### src/rtl/sramc_pkg.sv
package sramc_pkg;

  // Phases of one external bus cycle
  typedef enum logic [1:0] {
    PH_IDLE  = 2'd0,
    PH_SETUP = 2'd1,
    PH_STRB  = 2'd2,
    PH_HOLD  = 2'd3
  } phase_e;

endpackage

### src/rtl/sramc_rst_sync.sv
module sramc_rst_sync (
  input  logic clk,
  input  logic rst_n,
  output logic rst_sync_n
);

  logic meta_q;
  logic sync_q;

  always_ff @(posedge clk or negedge rst_n) begin
    if (!rst_n) begin
      meta_q <= 1'b0;
      sync_q <= 1'b0;
    end else begin
      meta_q <= 1'b1;
      sync_q <= meta_q;
    end
  end

  assign rst_sync_n = sync_q;

endmodule

### src/rtl/sramc_seq.sv
module sramc_seq
  import sramc_pkg::*;
#(
  parameter int WAIT_W   = 5,
  parameter int MAX_WAIT = 25,
  parameter int SH_W     = 3
) (
  input  logic              clk,
  input  logic              rst_n,
  input  logic              req,
  input  logic [WAIT_W-1:0] cfg_wait,
  input  logic [SH_W-1:0]   cfg_setup,
  input  logic [SH_W-1:0]   cfg_hold,
  input  logic              cfg_bs_hold,
  input  logic              rdy_n,
  output logic              start,
  output logic              cs_on,
  output logic              strb_on,
  output logic              bs_on,
  output logic              ack,
  output logic              strb_end
);

  localparam int SH_MAX  = (1 << SH_W) - 1;
  localparam int CNT_MAX = (MAX_WAIT + 1 > SH_MAX) ? MAX_WAIT + 1 : SH_MAX;
  localparam int CNT_W   = $clog2(CNT_MAX + 1);
  localparam logic [WAIT_W-1:0] WAIT_CAP = WAIT_W'(MAX_WAIT);
  localparam logic [CNT_W-1:0]  CNT_ONE  = CNT_W'(1);

  phase_e            ph_q, ph_d;
  logic [CNT_W-1:0]  cnt_q, cnt_d;
  logic [WAIT_W-1:0] wait_q, wait_d, wait_eff;
  logic [SH_W-1:0]   hold_q, hold_d;
  logic              bsx_q, bsx_d;
  logic              cs_q, cs_d;
  logic              strb_q, strb_d;
  logic              bs_q, bs_d;
  logic              ack_q, ack_d;
  logic              free;

  // Next-state logic
  always_comb begin
    wait_eff = (cfg_wait > WAIT_CAP) ? WAIT_CAP : cfg_wait;
    free     = (ph_q == PH_IDLE) || ack_q;
    start    = free && req;

    ph_d   = ph_q;
    cnt_d  = cnt_q;
    wait_d = wait_q;
    hold_d = hold_q;
    bsx_d  = 1'b0;

    if (start) begin
      wait_d = wait_eff;
      hold_d = cfg_hold;
      bsx_d  = cfg_bs_hold && (cfg_setup != '0);
      if (cfg_setup != '0) begin
        ph_d  = PH_SETUP;
        cnt_d = CNT_W'(cfg_setup) - CNT_ONE;
      end else begin
        ph_d  = PH_STRB;
        cnt_d = CNT_W'(wait_eff) + CNT_ONE;
      end
    end else begin
      case (ph_q)
        PH_SETUP: begin
          if (cnt_q == '0) begin
            ph_d  = PH_STRB;
            cnt_d = CNT_W'(wait_q) + CNT_ONE;
          end else begin
            cnt_d = cnt_q - CNT_ONE;
          end
        end
        PH_STRB: begin
          if (cnt_q == '0) begin
            if (hold_q != '0) begin
              ph_d  = PH_HOLD;
              cnt_d = CNT_W'(hold_q) - CNT_ONE;
            end else begin
              ph_d = PH_IDLE;
            end
          end else if ((cnt_q == CNT_ONE) && (wait_q != '0) && rdy_n) begin
            cnt_d = cnt_q;          // ready not yet given: extra wait clock
          end else begin
            cnt_d = cnt_q - CNT_ONE;
          end
        end
        PH_HOLD: begin
          if (cnt_q == '0) ph_d = PH_IDLE;
          else             cnt_d = cnt_q - CNT_ONE;
        end
        default: ph_d = PH_IDLE;
      endcase
    end

    cs_d   = (ph_d != PH_IDLE);
    strb_d = (ph_d == PH_STRB);
    bs_d   = start || (bs_q && bsx_q);
    ack_d  = (cnt_d == '0) &&
             (((ph_d == PH_STRB) && (hold_d == '0)) || (ph_d == PH_HOLD));
  end

  // State and output registers
  always_ff @(posedge clk or negedge rst_n) begin
    if (!rst_n) begin
      ph_q   <= PH_IDLE;
      cnt_q  <= '0;
      wait_q <= '0;
      hold_q <= '0;
      bsx_q  <= 1'b0;
      cs_q   <= 1'b0;
      strb_q <= 1'b0;
      bs_q   <= 1'b0;
      ack_q  <= 1'b0;
    end else begin
      ph_q   <= ph_d;
      cnt_q  <= cnt_d;
      wait_q <= wait_d;
      hold_q <= hold_d;
      bsx_q  <= bsx_d;
      cs_q   <= cs_d;
      strb_q <= strb_d;
      bs_q   <= bs_d;
      ack_q  <= ack_d;
    end
  end

  assign cs_on    = cs_q;
  assign strb_on  = strb_q;
  assign bs_on    = bs_q;
  assign ack      = ack_q;
  assign strb_end = (ph_q == PH_STRB) && (cnt_q == '0);

  // completion marker lasts one clock only
  assert_ack_single_R2: assert property (@(posedge clk) disable iff (!rst_n)
    ack_q |=> !ack_q);

  // completion is always inside an active chip select
  assert_ack_in_cs_R4: assert property (@(posedge clk) disable iff (!rst_n)
    ack_q |-> cs_q);

  // latched wait never exceeds the cap
  assert_wait_capped_R5: assert property (@(posedge clk) disable iff (!rst_n)
    wait_q <= WAIT_CAP);

  // a non-widened bus-start marker ends after one clock
  assert_bs_single_R3: assert property (@(posedge clk) disable iff (!rst_n)
    (bs_q && !bsx_q) |=> !bs_q);

  // strobes only inside chip select
  assert_strb_in_cs_R8: assert property (@(posedge clk) disable iff (!rst_n)
    strb_q |-> cs_q);

endmodule

### src/rtl/sramc_lanes.sv
module sramc_lanes #(
  parameter int DW = 32
) (
  input  logic            strb_on,
  input  logic            we,
  input  logic [DW/8-1:0] be,
  input  logic            bus32,
  input  logic [DW-1:0]   din,
  output logic            rd_n,
  output logic [DW/8-1:0] we_n,
  output logic [DW-1:0]   rdata
);

  localparam int NB   = DW / 8;
  localparam int HALF = NB / 2;

  for (genvar i = 0; i < NB; i++) begin : g_lane
    localparam bit LOW_HALF = (i < HALF);
    logic live;
    assign live              = bus32 || LOW_HALF;
    assign we_n[i]           = !(strb_on && we && be[i] && live);
    assign rdata[8*i +: 8]   = live ? din[8*i +: 8] : 8'h00;
  end

  assign rd_n = !(strb_on && !we);

endmodule

### src/rtl/sram_cycle_gen.sv
module sram_cycle_gen #(
  parameter int AW       = 26,
  parameter int DW       = 32,
  parameter int WAIT_W   = 5,
  parameter int MAX_WAIT = 25,
  parameter int SH_W     = 3
) (
  input  logic              clk,
  input  logic              rst_n,
  input  logic              req,
  input  logic              req_we,
  input  logic [AW-1:0]     req_addr,
  input  logic [DW/8-1:0]   req_be,
  input  logic [DW-1:0]     req_wdata,
  output logic              ack,
  output logic [DW-1:0]     rd_data,
  input  logic [WAIT_W-1:0] cfg_wait,
  input  logic [SH_W-1:0]   cfg_setup,
  input  logic [SH_W-1:0]   cfg_hold,
  input  logic              cfg_bs_hold,
  input  logic              cfg_bus32,
  output logic [AW-1:0]     bus_addr,
  output logic              bus_start_n,
  output logic              cs_n,
  output logic              rd_n,
  output logic [DW/8-1:0]   we_n,
  output logic [DW-1:0]     dout,
  output logic              dout_en,
  input  logic [DW-1:0]     din,
  input  logic              rdy_n
);

  localparam int NB   = DW / 8;
  localparam int HALF = NB / 2;

  logic            rst_s_n;
  logic            start, cs_on, strb_on, bs_on, strb_end;
  logic [AW-1:0]   addr_q;
  logic            we_q, bus32_q;
  logic [NB-1:0]   be_q;
  logic [DW-1:0]   wd_q, cap_q, rd_q, rfmt;

  sramc_rst_sync u_rst (
    .clk        (clk),
    .rst_n      (rst_n),
    .rst_sync_n (rst_s_n)
  );

  sramc_seq #(
    .WAIT_W   (WAIT_W),
    .MAX_WAIT (MAX_WAIT),
    .SH_W     (SH_W)
  ) u_seq (
    .clk         (clk),
    .rst_n       (rst_s_n),
    .req         (req),
    .cfg_wait    (cfg_wait),
    .cfg_setup   (cfg_setup),
    .cfg_hold    (cfg_hold),
    .cfg_bs_hold (cfg_bs_hold),
    .rdy_n       (rdy_n),
    .start       (start),
    .cs_on       (cs_on),
    .strb_on     (strb_on),
    .bs_on       (bs_on),
    .ack         (ack),
    .strb_end    (strb_end)
  );

  sramc_lanes #(.DW(DW)) u_lanes (
    .strb_on (strb_on),
    .we      (we_q),
    .be      (be_q),
    .bus32   (bus32_q),
    .din     (din),
    .rd_n    (rd_n),
    .we_n    (we_n),
    .rdata   (rfmt)
  );

  // Request capture and read data registers
  always_ff @(posedge clk or negedge rst_s_n) begin
    if (!rst_s_n) begin
      addr_q  <= '0;
      we_q    <= 1'b0;
      be_q    <= '0;
      wd_q    <= '0;
      bus32_q <= 1'b0;
      cap_q   <= '0;
      rd_q    <= '0;
    end else begin
      if (start) begin
        addr_q  <= req_addr;
        we_q    <= req_we;
        be_q    <= req_be;
        wd_q    <= req_wdata;
        bus32_q <= cfg_bus32;
      end
      if (strb_end) begin
        cap_q <= rfmt;
      end
      if (ack && !we_q) begin
        rd_q <= strb_end ? rfmt : cap_q;
      end
    end
  end

  assign bus_addr    = addr_q;
  assign bus_start_n = !bs_on;
  assign cs_n        = !cs_on;
  assign dout        = wd_q;
  assign dout_en     = cs_on && we_q;
  assign rd_data     = rd_q;

  // every cycle opening from idle carries the bus-start marker
  assert_bs_at_open_R3: assert property (@(posedge clk) disable iff (!rst_s_n)
    $fell(cs_n) |-> !bus_start_n);

  // upper lanes stay quiet on a 16-bit bus
  assert_upper_quiet_R10: assert property (@(posedge clk) disable iff (!rst_s_n)
    !bus32_q |-> (&we_n[NB-1:HALF]));

  // read and write strobes never overlap
  assert_rd_we_excl_R11: assert property (@(posedge clk) disable iff (!rst_s_n)
    !rd_n |-> (&we_n));

  // any strobe lies inside chip select
  assert_strobe_in_cs_R8: assert property (@(posedge clk) disable iff (!rst_s_n)
    (!rd_n || !(&we_n)) |-> !cs_n);

endmodule

### config.mk
export PLATFORM = sky130hd
export DESIGN_NAME = sram_cycle_gen
export DESIGN_NICKNAME = d
export VERILOG_FILES = /design/src/rtl/sramc_pkg.sv /design/src/rtl/sramc_rst_sync.sv /design/src/rtl/sramc_seq.sv /design/src/rtl/sramc_lanes.sv /design/src/rtl/sram_cycle_gen.sv
export SDC_FILE = /design/constraint.sdc
export NUM_CORES = 1
export LEC_CHECK = 0
export ABC_AREA = 1
export ABC_CLOCK_PERIOD_IN_PS = 5900
export BUFFER_PORTS_ARGS = -buffer_cell sky130_fd_sc_hd__buf_4
export CAP_MARGIN = 30
export CORE_MARGIN = 4
export CORE_UTILIZATION = 51
export DETAILED_ROUTE_END_ITERATION = 8
export GPL_ROUTABILITY_DRIVEN = 0
export PLACE_DENSITY = 0.91
export SYNTH_ARGS = -nofsm -noshare
export SYNTH_HDL_FRONTEND = slang
export SYNTH_SLANG_ARGS = --single-unit
### constraint.sdc
create_clock -name clk -period 5.9 [get_ports clk]
set_clock_uncertainty 0.15 [all_clocks]
set_input_delay 0.295 -clock clk [delete_from_list [all_inputs] [get_ports clk]]
set_output_delay 0.295 -clock clk [all_outputs]
set_load 0.02 [all_outputs]
==> impl_metrics.toml, run 1 <==
[power_and_ir_drop]
powerDensity_mw_per_mm2 = 528
p_switching_uw = 2200
internal_power_uw = 2920
switching_share_pct = 42.9
power_frac_clock_pct = 20.4
p_total_uw = 5120
peakVddDrop_v = 0.000307
seqPwrFrac_pct = 35.1
combPwrFrac_pct = 44.4
power.leakage_uw = 0.00495

[sta]
worst_slew_pin_slew_ns = 0.840
fin_ws_ns = 3.04
fin_tns_setup_ns = 0
period_needed_ns = 2.86
maxClockFrequency_mhz = 349
setup_violations = 0
final.period_utilization_pct = 48.5
final_max_slew_viol_count = 0
finalHoldViolCount = 0
relSlewSlack_pct = 44.0
rsz0062_at_grt = "no"

[worst_setup_path]
endpoint_kind = "register"
cp-start-kind = "register"
r2r_cells = 8
timing.reg2reg.setup_slack_ns = 3.04
cp-endpoint = "dout[7]$_DFFE_PN0P_"
critPathArrivalTime_ns = 3.07
required_ns = 6.10
crit_path_max_fanout = 76
r2r_start = "u_seq.ph_q[1]$_DFF_PN0_"
path_class = "register to register"
startpoint = "u_seq.ph_q[1]$_DFF_PN0_"
r2r-end = "dout[7]$_DFFE_PN0P_"

[yosys]
seq_area_frac_synth_pct = 57.8
synth_top_family_by_area = "simple AND/OR/NAND/NOR gates"
yosysWarnings = 0
ys_types = 34
synthTopCellsByCount = "nand2_1, dfrtp_1, nor2_1"
netlist_area_mm2 = 0.00649
muxShareOfSynthArea_pct = 0
synth_nets = 880
synth-async-reset-ratio_pct = 100
syn_area_per_cell_um2 = 8.57
synthXorXnorAreaFrac_pct = 0.539
syn-instance-count = 758
synth_fa_ha_area_share_pct = 1.93
yosysMostFrequentCell = "nand2_1"
synth_compound_area_share_pct = 8.82
yosys_register_bits = 150
synth_area_leaders = "dfrtp_1, nand2_1, o21ai_0, a31oi_1, nand3_1"
synth_top_area_share_pct = 57.8
synth_top_cell_by_area = "dfrtp_1"
synth_edf_count = 0
synthFlopType = "dfrtp_1"
synth-simple-area-share_pct = 25.8

[drt]
drt_iter0_markers = 626
wl_per_cell_um = 18.5
totalWireLength_mm = 22.9
first_pass_iters = 5
num_vias = 6758
drc_errors = 0
vias_per_cell = 5.49
antenna_left = 0

[floorplanning]
start_util_pct = 53.0
die_height_um = 121
dieWidth_um = 121
row_count = 40
dieArea_mm2 = 0.0146
core-area_mm2 = 0.0123
io_pins = 211

[clock_tree]
clock_path_buffers = 2
post_cts_buffers = 0
clk_latency_ns = 0.43
post_cts_resized = 0
cts.sinks = 150
cts_buffers = 17
ctsHtreeMaxLevel = 4
clockRootBuffer = "clkbuf_16"
cts_tree = "done"
clkTransAtPathRegs_ns = 0.07

[cells_and_area]
drive_gt1_share_pct = 25.1
finish.utilization_pct = 79.1
multiInputGateArea_mm2 = 0.00242
fin_nets = 1173
seqCellArea_mm2 = 0.00376
fin_cells = 1232
num_antenna_cells = 0
area_growth_pct = 49.4
fillers = 691

[placed_design]
dp_slack_ns = 3.16
io_buffer_count = 210
dp_cells = 1105
hpwl_mm = 12.3

[grt]
overflow = 0
grt_pass1_vias = 7107
grtUsageTotal_pct = 31.8
grt_pass1_wl_mm = 35.9
antenna_found_initial = 0
grt_max_degree = 77

[outcome]
status = "complete, no violations"

[hold_path]
hold_path_class = "primary input to register"

[job]
cap_violations = 0
-- area by class of cell --
cell class,count,share of cell area (%)
Multi-Input combinational cell,532,25.0
Timing Repair Buffer,310,26.8
Inverter,40,1.57
Sequential cell,150,38.7
Tap cell,168,2.17
Clock buffer,21,4.74
Clock inverter,11,1.02
-- cell families after synthesis --
| logic type | after synthesis |
|---|---|
| other | 1 |
| XOR/XNOR | 4 |
| buffers and inverters | 76 |
| AO/OA/AOI/OAI | 100 |
| adder cells (fa/ha/maj) | 10 |
| AND/OR/NAND/NOR | 417 |
| flip-flops | 150 |
-- worst min path at each step --
| stage | start | end | slack [ns] | cells past startpoint |
|---|---|---|---|---|
| floorplan | rst_n | u_rst.meta_q$_DFF_PN0_ | -0.15 | 0 |
| global placement | rst_n | u_rst.meta_q$_DFF_PN0_ | -0.07 | 1 |
| detailed placement | rst_n | u_rst.rst_sync_n$_DFF_PN0_ | -0.07 | 1 |
| CTS | din[25] | cap_q[25]$_DFF_PN0_ | 0.0004 | 3 |
| global route | cfg_hold[1] | u_seq.hold_q[1]$_DFF_PN0_ | 0.01 | 3 |
| finish | din[22] | cap_q[22]$_DFF_PN0_ | 0.001 | 3 |
-- power by group through the flow --
stage / sequential (uW) / clock (uW) / combinational (uW)
4_1_cts: 1760 / 1040 / 2150
5_1_grt: 1840 / 1090 / 2460
6_report: 1800 / 1050 / 2280
3_3_place_gp: 1750 / 0 / 2010
3_5_place_dp: 1760 / 0 / 2090
2_1_floorplan: 2000 / 0 / 1040
-- layer usage --
layer | wire (um) | GRT usage [%]
met3 | 2020 | 9.03
met2 | 11600 | 55.2
met4 | 1100 | 17.2
met5 | 0 | 0
met1 | 8170 | 35.2
-- through the flow --
stage	hold WS [ns]	instance area [um2]
after floorplan	-0.151	6490
after global placement	-0.0720	8150
after detailed placement	-0.0690	8180
after CTS	0.000365	9680
after global routing	0.0142	9700
final	0.00121	9700
-- cell usage in the layout, fill, tap and decap left out, types with 2 or more instances in the layout --
cell           instances
o21ai_0               44
nor2_4                 2
buf_4                214
dfrtp_1              149
nand3_1               41
inv_1                 36
buf_16                 2
dlygate4sd3_1         94
nor2_2                 3
xnor2_1                2
clkbuf_16             17
clkbuf_8               2
clkinv_2               4
nand4_1                3
nor2_1                53
inv_2                  2
clkbuf_1               2
a31oi_1               33
inv_6                  3
clkinvlp_4             3
xor2_1                 2
o211ai_1               4
nand2_2                6
ha_1                  10
o21ai_2                2
nand2_1              304
a21oi_1               13
-- state kept, by name, summed over array words and instances, names as in the netlist, 2 cells and up --
name          cells
be_q              4
bus_addr         26
cap_q            32
dout             32
rd_data          32
u_seq.cnt_q       5
u_seq.hold_q      3
u_seq.ph_q        2
u_seq.wait_q      5
-- critical path, stage by stage (launching register included) --
cell and delay (ns):
dfrtp_1 0.49, inv_4 0.12, nand2_2 0.08, nand2_2 0.08, nand2_4 0.40, inv_2 0.47, buf_4 0.60, nand2_1 0.20
nand2_1 0.16
-- timing repair --
action                                 in CTS  in global routing
setup endpoints to repair                   0                  0
hold buffers                               94                  0
endpoints found under the hold margin      95                  0
Note: power is estimated with default switching activity, not from simulation.
==> run 2: changes to the inputs <==
--- a/config.mk
+++ b/config.mk
@@ -5,15 +5,15 @@
 export SDC_FILE = /design/constraint.sdc
 export NUM_CORES = 1
 export LEC_CHECK = 0
-export ABC_AREA = 1
-export ABC_CLOCK_PERIOD_IN_PS = 5900
+export ABC_AREA = 0
+export ABC_CLOCK_PERIOD_IN_PS = 2600
 export BUFFER_PORTS_ARGS = -buffer_cell sky130_fd_sc_hd__buf_4
 export CAP_MARGIN = 30
 export CORE_MARGIN = 4
-export CORE_UTILIZATION = 51
+export CORE_UTILIZATION = 46
 export DETAILED_ROUTE_END_ITERATION = 8
 export GPL_ROUTABILITY_DRIVEN = 0
-export PLACE_DENSITY = 0.91
+export PLACE_DENSITY = 0.88
 export SYNTH_ARGS = -nofsm -noshare
 export SYNTH_HDL_FRONTEND = slang
 export SYNTH_SLANG_ARGS = --single-unit
==> constraint.sdc (replaced) <==
create_clock -name clk -period 2.6 [get_ports clk]
set_clock_uncertainty 0.15 [all_clocks]
set_input_delay 0.13 -clock clk [delete_from_list [all_inputs] [get_ports clk]]
set_output_delay 0.13 -clock clk [all_outputs]
set_load 0.02 [all_outputs]
==> run 2 against run 1 <==
Effect of this change:
- area after synthesis down 0.66%
- clock power up 140%
- utilization down 6.9 points
- first-iteration DRC count down 31%
- sequential share of layout area down 1.1 points
- worst setup slack worse by 2.9 ns
- power up 130%
- cell count down 6.4%
- register-to-register slack worse by 2.9 ns
- via count down 11%
- largest cell class unchanged
- largest power group unchanged
==> impl_metrics.toml, run 2 <==
[sta]
finalHoldViolCount = 0
relSlewSlack_pct = 53.4
worst_slew_pin_slew_ns = 0.700
period_needed_ns = 2.48
maxClockFrequency_mhz = 404
final_max_slew_viol_count = 0
final.period_utilization_pct = 95.2
fin_tns_setup_ns = 0
setup_violations = 0
rsz0062_at_grt = "no"
fin_ws_ns = 0.125

[drt]
wl_per_cell_um = 17.8
vias_per_cell = 5.20
first_pass_iters = 5
num_vias = 5999
totalWireLength_mm = 20.6
drt-met1-wl_mm = 7.94
drt_iter0_markers = 430
topRoutingLayerUsed = "met4"
drc_errors = 0
antenna_left = 0
dr_wl_met2_mm = 10.2
wl_met3_mm = 1.73

[floorplanning]
dieArea_mm2 = 0.0160
dieWidth_um = 126
core-area_mm2 = 0.0138
start_util_pct = 46.7
io_pins = 211
die_height_um = 126
row_count = 43

[worst_setup_path]
endpoint_kind = "register"
crit_path_max_fanout = 6
worstPathCellList = "inv_1, ha_1, nor4b_1, buf_4, o41ai_1, a31oi_1, a211o_1, nor2_1, nor4b_4"
required_ns = 2.75
critPathSlowestCell = "dfrtp_1"
cp-start-kind = "register"
cp_slowest_stage_delay_ns = 0.41
critPathArrivalTime_ns = 2.63
path_class = "register to register"

[placed_design]
io_buffer_count = 210
placed_area_mm2 = 0.00826
hpwl_mm = 12.1
dp_cells = 1012
dp_slack_ns = 0.0971

[clock_tree]
clkTransAtPathRegs_ns = 0.06
clockRootBuffer = "clkbuf_16"
clock_path_buffers = 2
cts_tree = "done"
clk_latency_ns = 0.41
cts.sinks = 150
cts_buffers = 17
ctsHtreeMaxLevel = 4

[cells_and_area]
fin_cells = 1153
mostFrequentLayoutCells = "nand2_1, buf_4, dfrtp_1"
final_common_cell = "nand2_1"
fin_area_mm2 = 0.00999
drive_gt1_share_pct = 33.2
area_growth_pct = 54.8
fin_nets = 1081

[yosys]
synth-async-reset-ratio_pct = 100
ys_types = 52
synth_top_cell_by_area = "dfrtp_1"
syn-instance-count = 641
netlist_area_mm2 = 0.00645
yosys_register_bits = 150
synthFlopType = "dfrtp_1"
yosysMostFrequentCell = "nand2_1"
synth_edf_count = 0
yosysWarnings = 0
synth_area_leaders = "dfrtp_1, nand2_1, mux2_2, o21ai_0, ha_1"
seq_area_frac_synth_pct = 58.2
synth_top_area_share_pct = 58.2
synthTopCellsByCount = "nand2_1, dfrtp_1, mux2_2"
syn_area_per_cell_um2 = 10.1
synth_nets = 763

[hold_path]
hold_path_class = "primary input to register"

[grt]
grt_pass1_vias = 6463
grt_max_degree = 66
antenna_found_initial = 0
overflow = 0
grt_pass1_wl_mm = 32.8
grtUsageTotal_pct = 25.7

[power_and_ir_drop]
power.leakage_uw = 0.00487
powerDensity_mw_per_mm2 = 1180
peakVddDrop_v = 0.000653

[job]
cap_violations = 0

[outcome]
status = "complete, no violations"
-- run 2: changes by cell type in the layout (fill, tap and decap cells not counted), moves of 12 or more --
cell / previous run / this run
inv_1: 36 / 16
o21ai_0: 44 / 27
mux2_2: 0 / 51
nand2_1: 304 / 241
dlygate4sd3_1: 94 / 106
nor2_1: 53 / 12
nand3_1: 41 / 6
a31oi_1: 33 / 5
-- run 2: cells by family (layout without fill, tap and decap cells) --
family                     Yosys count  in the layout  share of synthesized area (%)
xor gates and xnor gates             4              4                          0.543
other                                1              2                         0.0581
adders and majority gates           10             10                           1.94
buffers and inverters               51            381                           3.26
AOI/OAI and AO/OA                   72             72                           7.20
muxes                               55             55                           9.52
DFF                                150            150                           58.2
and+or+nand+nor                    298            299                           19.3
-- run 2: repair_timing --
item | CTS | global route
setup endpoints to repair | 0 | 1
hold buffers | 106 | 0
gates resized for setup | 0 | 8
buffers inserted | 0 | 1
hold endpoints to repair | 122 | 0
-- run 2: cell type report --
cell class / instances / area (um2)
repair buffers: 332 / 2780
well taps: 180 / 225
multi-input cells: 441 / 2550
fillers: 882 / 3840
clock buffers: 19 / 443
flip-flops and latches: 150 / 3760
diodes: 1 / 2.50
clock inverters: 13 / 160
inverters: 17 / 63.8
-- run 2: worst paths after layout --
check | end | cells past startpoint | startpoint | slack, ns
max | u_seq.ack$_DFF_PN0_ | 9 | u_seq.wait_q[0]$_DFFE_PN0P_ | 0.12
min | u_seq.cnt_q[0]$_DFF_PN0_ | 4 | req | 0.05
max reg2reg | u_seq.ack$_DFF_PN0_ | 9 | u_seq.wait_q[0]$_DFFE_PN0P_ | 0.12
min reg2reg | bus_addr[1]$_DFFE_PN0P_ | 0 | u_rst.rst_sync_n$_DFF_PN0_ | 0.18
max in group asynchronous | rd_data[14]$_DFFE_PN0P_ | 1 | u_rst.rst_sync_n$_DFF_PN0_ | 1.39
min in group asynchronous | bus_addr[1]$_DFFE_PN0P_ | 0 | u_rst.rst_sync_n$_DFF_PN0_ | 0.18
-- run 2: critical path, delay by kind of cell (launching register included) --
family                   cells  cell delay (ns)
AND/OR/NAND/NOR              3             0.55
adder cells (fa/ha/maj)      1             0.18
AO/OA/AOI/OAI                3             0.85
buffers and inverters        2             0.22
flip-flops                   1             0.41
-- run 2: where the power goes --
part | internal (uW) | leakage, uW | switching [uW]
clock network | 1480 | 0.000299 | 1030
registers | 3420 | 0.00176 | 764
logic | 2200 | 0.00282 | 2880
-- run 2: metal layers --
metal / vias up / global-route usage (%)
li1: 2761 / -
met1: 2873 / 31.0
met2: 308 / 43.8
met3: 57 / 6.27
met4: 0 / 11.4
met5: - / 0
-- run 2: stage by stage --
stage | util [%] | hold WS [ns] | power, uW
after floorplan | - | -0.316 | 6820
after global placement | 59.7 | -0.237 | 8620
after detailed placement | 59.7 | -0.233 | 8810
after CTS | 71.8 | 0.0232 | 11500
after global routing | 72.2 | 0.0651 | 12400
final | 72.2 | 0.0542 | 11800
==> run 3: changes to the inputs <==
--- a/config.mk
+++ b/config.mk
@@ -13,6 +13,7 @@
 export CORE_UTILIZATION = 46
 export DETAILED_ROUTE_END_ITERATION = 8
 export GPL_ROUTABILITY_DRIVEN = 0
+export MAX_ROUTING_LAYER = met4
 export PLACE_DENSITY = 0.88
 export SYNTH_ARGS = -nofsm -noshare
 export SYNTH_HDL_FRONTEND = slang
==> run 3 against run 2 <==
Effect of this change:
- die area stayed put
- non-clock buffer count is the same
- critical endpoint unchanged
- power is essentially flat
- wire length shrank 0.20%
- register-to-register slack about the same
- largest power group unchanged
- sequential power hardly changed
- combinational power about the same
- via count up 0.12%
==> impl_metrics.toml, run 3 (synthesis results as in run 2) <==
[hold_path]
hold_depth = 4
hp-start = "req"
hold_path_class = "primary input to register"
holdPathEnd = "u_seq.cnt_q[0]$_DFF_PN0_"

[floorplanning]
die_height_um = 126
core-area_mm2 = 0.0138
dieArea_mm2 = 0.0160
io_pins = 211
dieWidth_um = 126
row_count = 43
start_util_pct = 46.7

[drt]
drc_errors = 0
totalWireLength_mm = 20.5
vias_per_cell = 5.21
dr_wl_met2_mm = 10.2
num_vias = 6006
wl_per_cell_um = 17.8
antenna_left = 0
drt-met1-wl_mm = 7.93
first_pass_iters = 5
topRoutingLayerUsed = "met4"
drt_iter0_markers = 448
wl_met3_mm = 1.67

[worst_setup_path]
r2r_start = "u_seq.cnt_q[0]$_DFF_PN0_"
r2r_cells = 7
required_ns = 2.75
endpoint_kind = "register"
crit_path_max_fanout = 6
cp-start-kind = "register"
timing.reg2reg.setup_slack_ns = 0.13
r2r-end = "u_seq.ack$_DFF_PN0_"
critPathArrivalTime_ns = 2.63
path_class = "register to register"

[sta]
relSlewSlack_pct = 52.5
worst_slew_pin_slew_ns = 0.713
holdWs_ns = 0.0602
fin_tns_setup_ns = 0
final.period_utilization_pct = 95.1
finalHoldViolCount = 0
final_max_slew_viol_count = 0
rsz0062_at_grt = "no"
maxClockFrequency_mhz = 404
period_needed_ns = 2.47
setup_violations = 0

[cells_and_area]
fin_nets = 1081
drive_gt1_share_pct = 33.2
finish.utilization_pct = 72.2
area_growth_pct = 54.8
fillers = 882
mostFrequentLayoutCells = "nand2_1, buf_4, dfrtp_1"
final_common_cell = "nand2_1"

[clock_tree]
clock_path_buffers = 2
cts_tree = "done"
clkTransAtPathRegs_ns = 0.06
clockRootBuffer = "clkbuf_16"
cts_buffers = 17
ctsHtreeMaxLevel = 4
cts.sinks = 150
clk_latency_ns = 0.41

[placed_design]
io_buffer_count = 210
hpwl_mm = 12.1

[grt]
grt_pass1_wl_mm = 32.8
grt_pass1_vias = 6444
antenna_found_initial = 0
grt_max_degree = 66
grtUsageTotal_pct = 26.4
overflow = 0

[power_and_ir_drop]
switching_share_pct = 39.7
power_frac_clock_pct = 21.3
seqPwrFrac_pct = 35.6
peakVddDrop_v = 0.000651
combPwrFrac_pct = 43.1
powerDensity_mw_per_mm2 = 1180
p_switching_uw = 4670
internal_power_uw = 7090
power.leakage_uw = 0.00487

[outcome]
status = "complete, no violations"

[job]
cap_violations = 0
[run 3: what timing repair did]
item	4_1_cts	5_1_grt
hold buffers	106	0
resized for setup	0	8
hold endpoints to repair	122	0
buffers inserted	0	1
endpoints found under the setup margin	0	1
[run 3: final cells by class]
type	count	area, um2	area share [%]
diodes	1	2.50	0.0251
clock buffers	19	443	4.43
clock inverters	13	160	1.60
inverters	17	63.8	0.639
multi-input cells	441	2550	25.6
flip-flops and latches	150	3760	37.6
well taps	180	225	2.26
repair buffers	332	2780	27.9
[run 3: how the worst max path moves through the flow]
stage,from,to,slack [ns],cells past startpoint
3_5_place_dp,u_seq.cnt_q[1]$_DFF_PN0_,u_seq.ack$_DFF_PN0_,0.1,8
4_1_cts,u_seq.cnt_q[1]$_DFF_PN0_,u_seq.ack$_DFF_PN0_,0.004,8
2_1_floorplan,u_seq.cnt_q[0]$_DFF_PN0_,u_seq.ack$_DFF_PN0_,0.28,9
3_3_place_gp,u_seq.cnt_q[1]$_DFF_PN0_,u_seq.ack$_DFF_PN0_,0.18,8
5_1_grt,u_seq.wait_q[0]$_DFFE_PN0P_,u_seq.ack$_DFF_PN0_,0.04,9
6_report,u_seq.cnt_q[0]$_DFF_PN0_,u_seq.ack$_DFF_PN0_,0.13,7
[run 3: power by group through the flow]
stage	clock [uW]	sequential [uW]	combinational, uW
global placement	0	4090	4530
global route	2660	4300	5470
CTS	2550	4120	4840
detailed placement	0	4130	4680
floorplan	0	4760	2060
finish	2500	4180	5070
[run 3: layer usage]
layer / GRT usage, % / vias to the layer above
li1: - / 2767
met1: 31.6 / 2862
met2: 43.8 / 317
met3: 5.22 / 60
met4: 11.3 / 0
met5: - / -
[run 3: metrics by stage]
stage / power [uW] / cells / cell area [um2] / setup WS, ns
6_report: 11800 / 1153 / 9990 / 0.127
5_1_grt: 12400 / 1152 / 9980 / 0.0365
4_1_cts: 11500 / 1150 / 9920 / 0.00386
3_5_place_dp: 8810 / 1012 / 8260 / 0.0971
3_3_place_gp: 8620 / 1012 / 8260 / 0.182
2_1_floorplan: 6820 / 641 / 6450 / 0.284
[run 3: worst max-delay path, cell delays in order, from the launching register on]
cell and delay (ns):
dfrtp_1 0.37, inv_1 0.17, ha_4 0.20, or4b_4 0.53
buf_4 0.18, o211ai_1 0.26, a31oi_2 0.20, nor4b_4 0.31
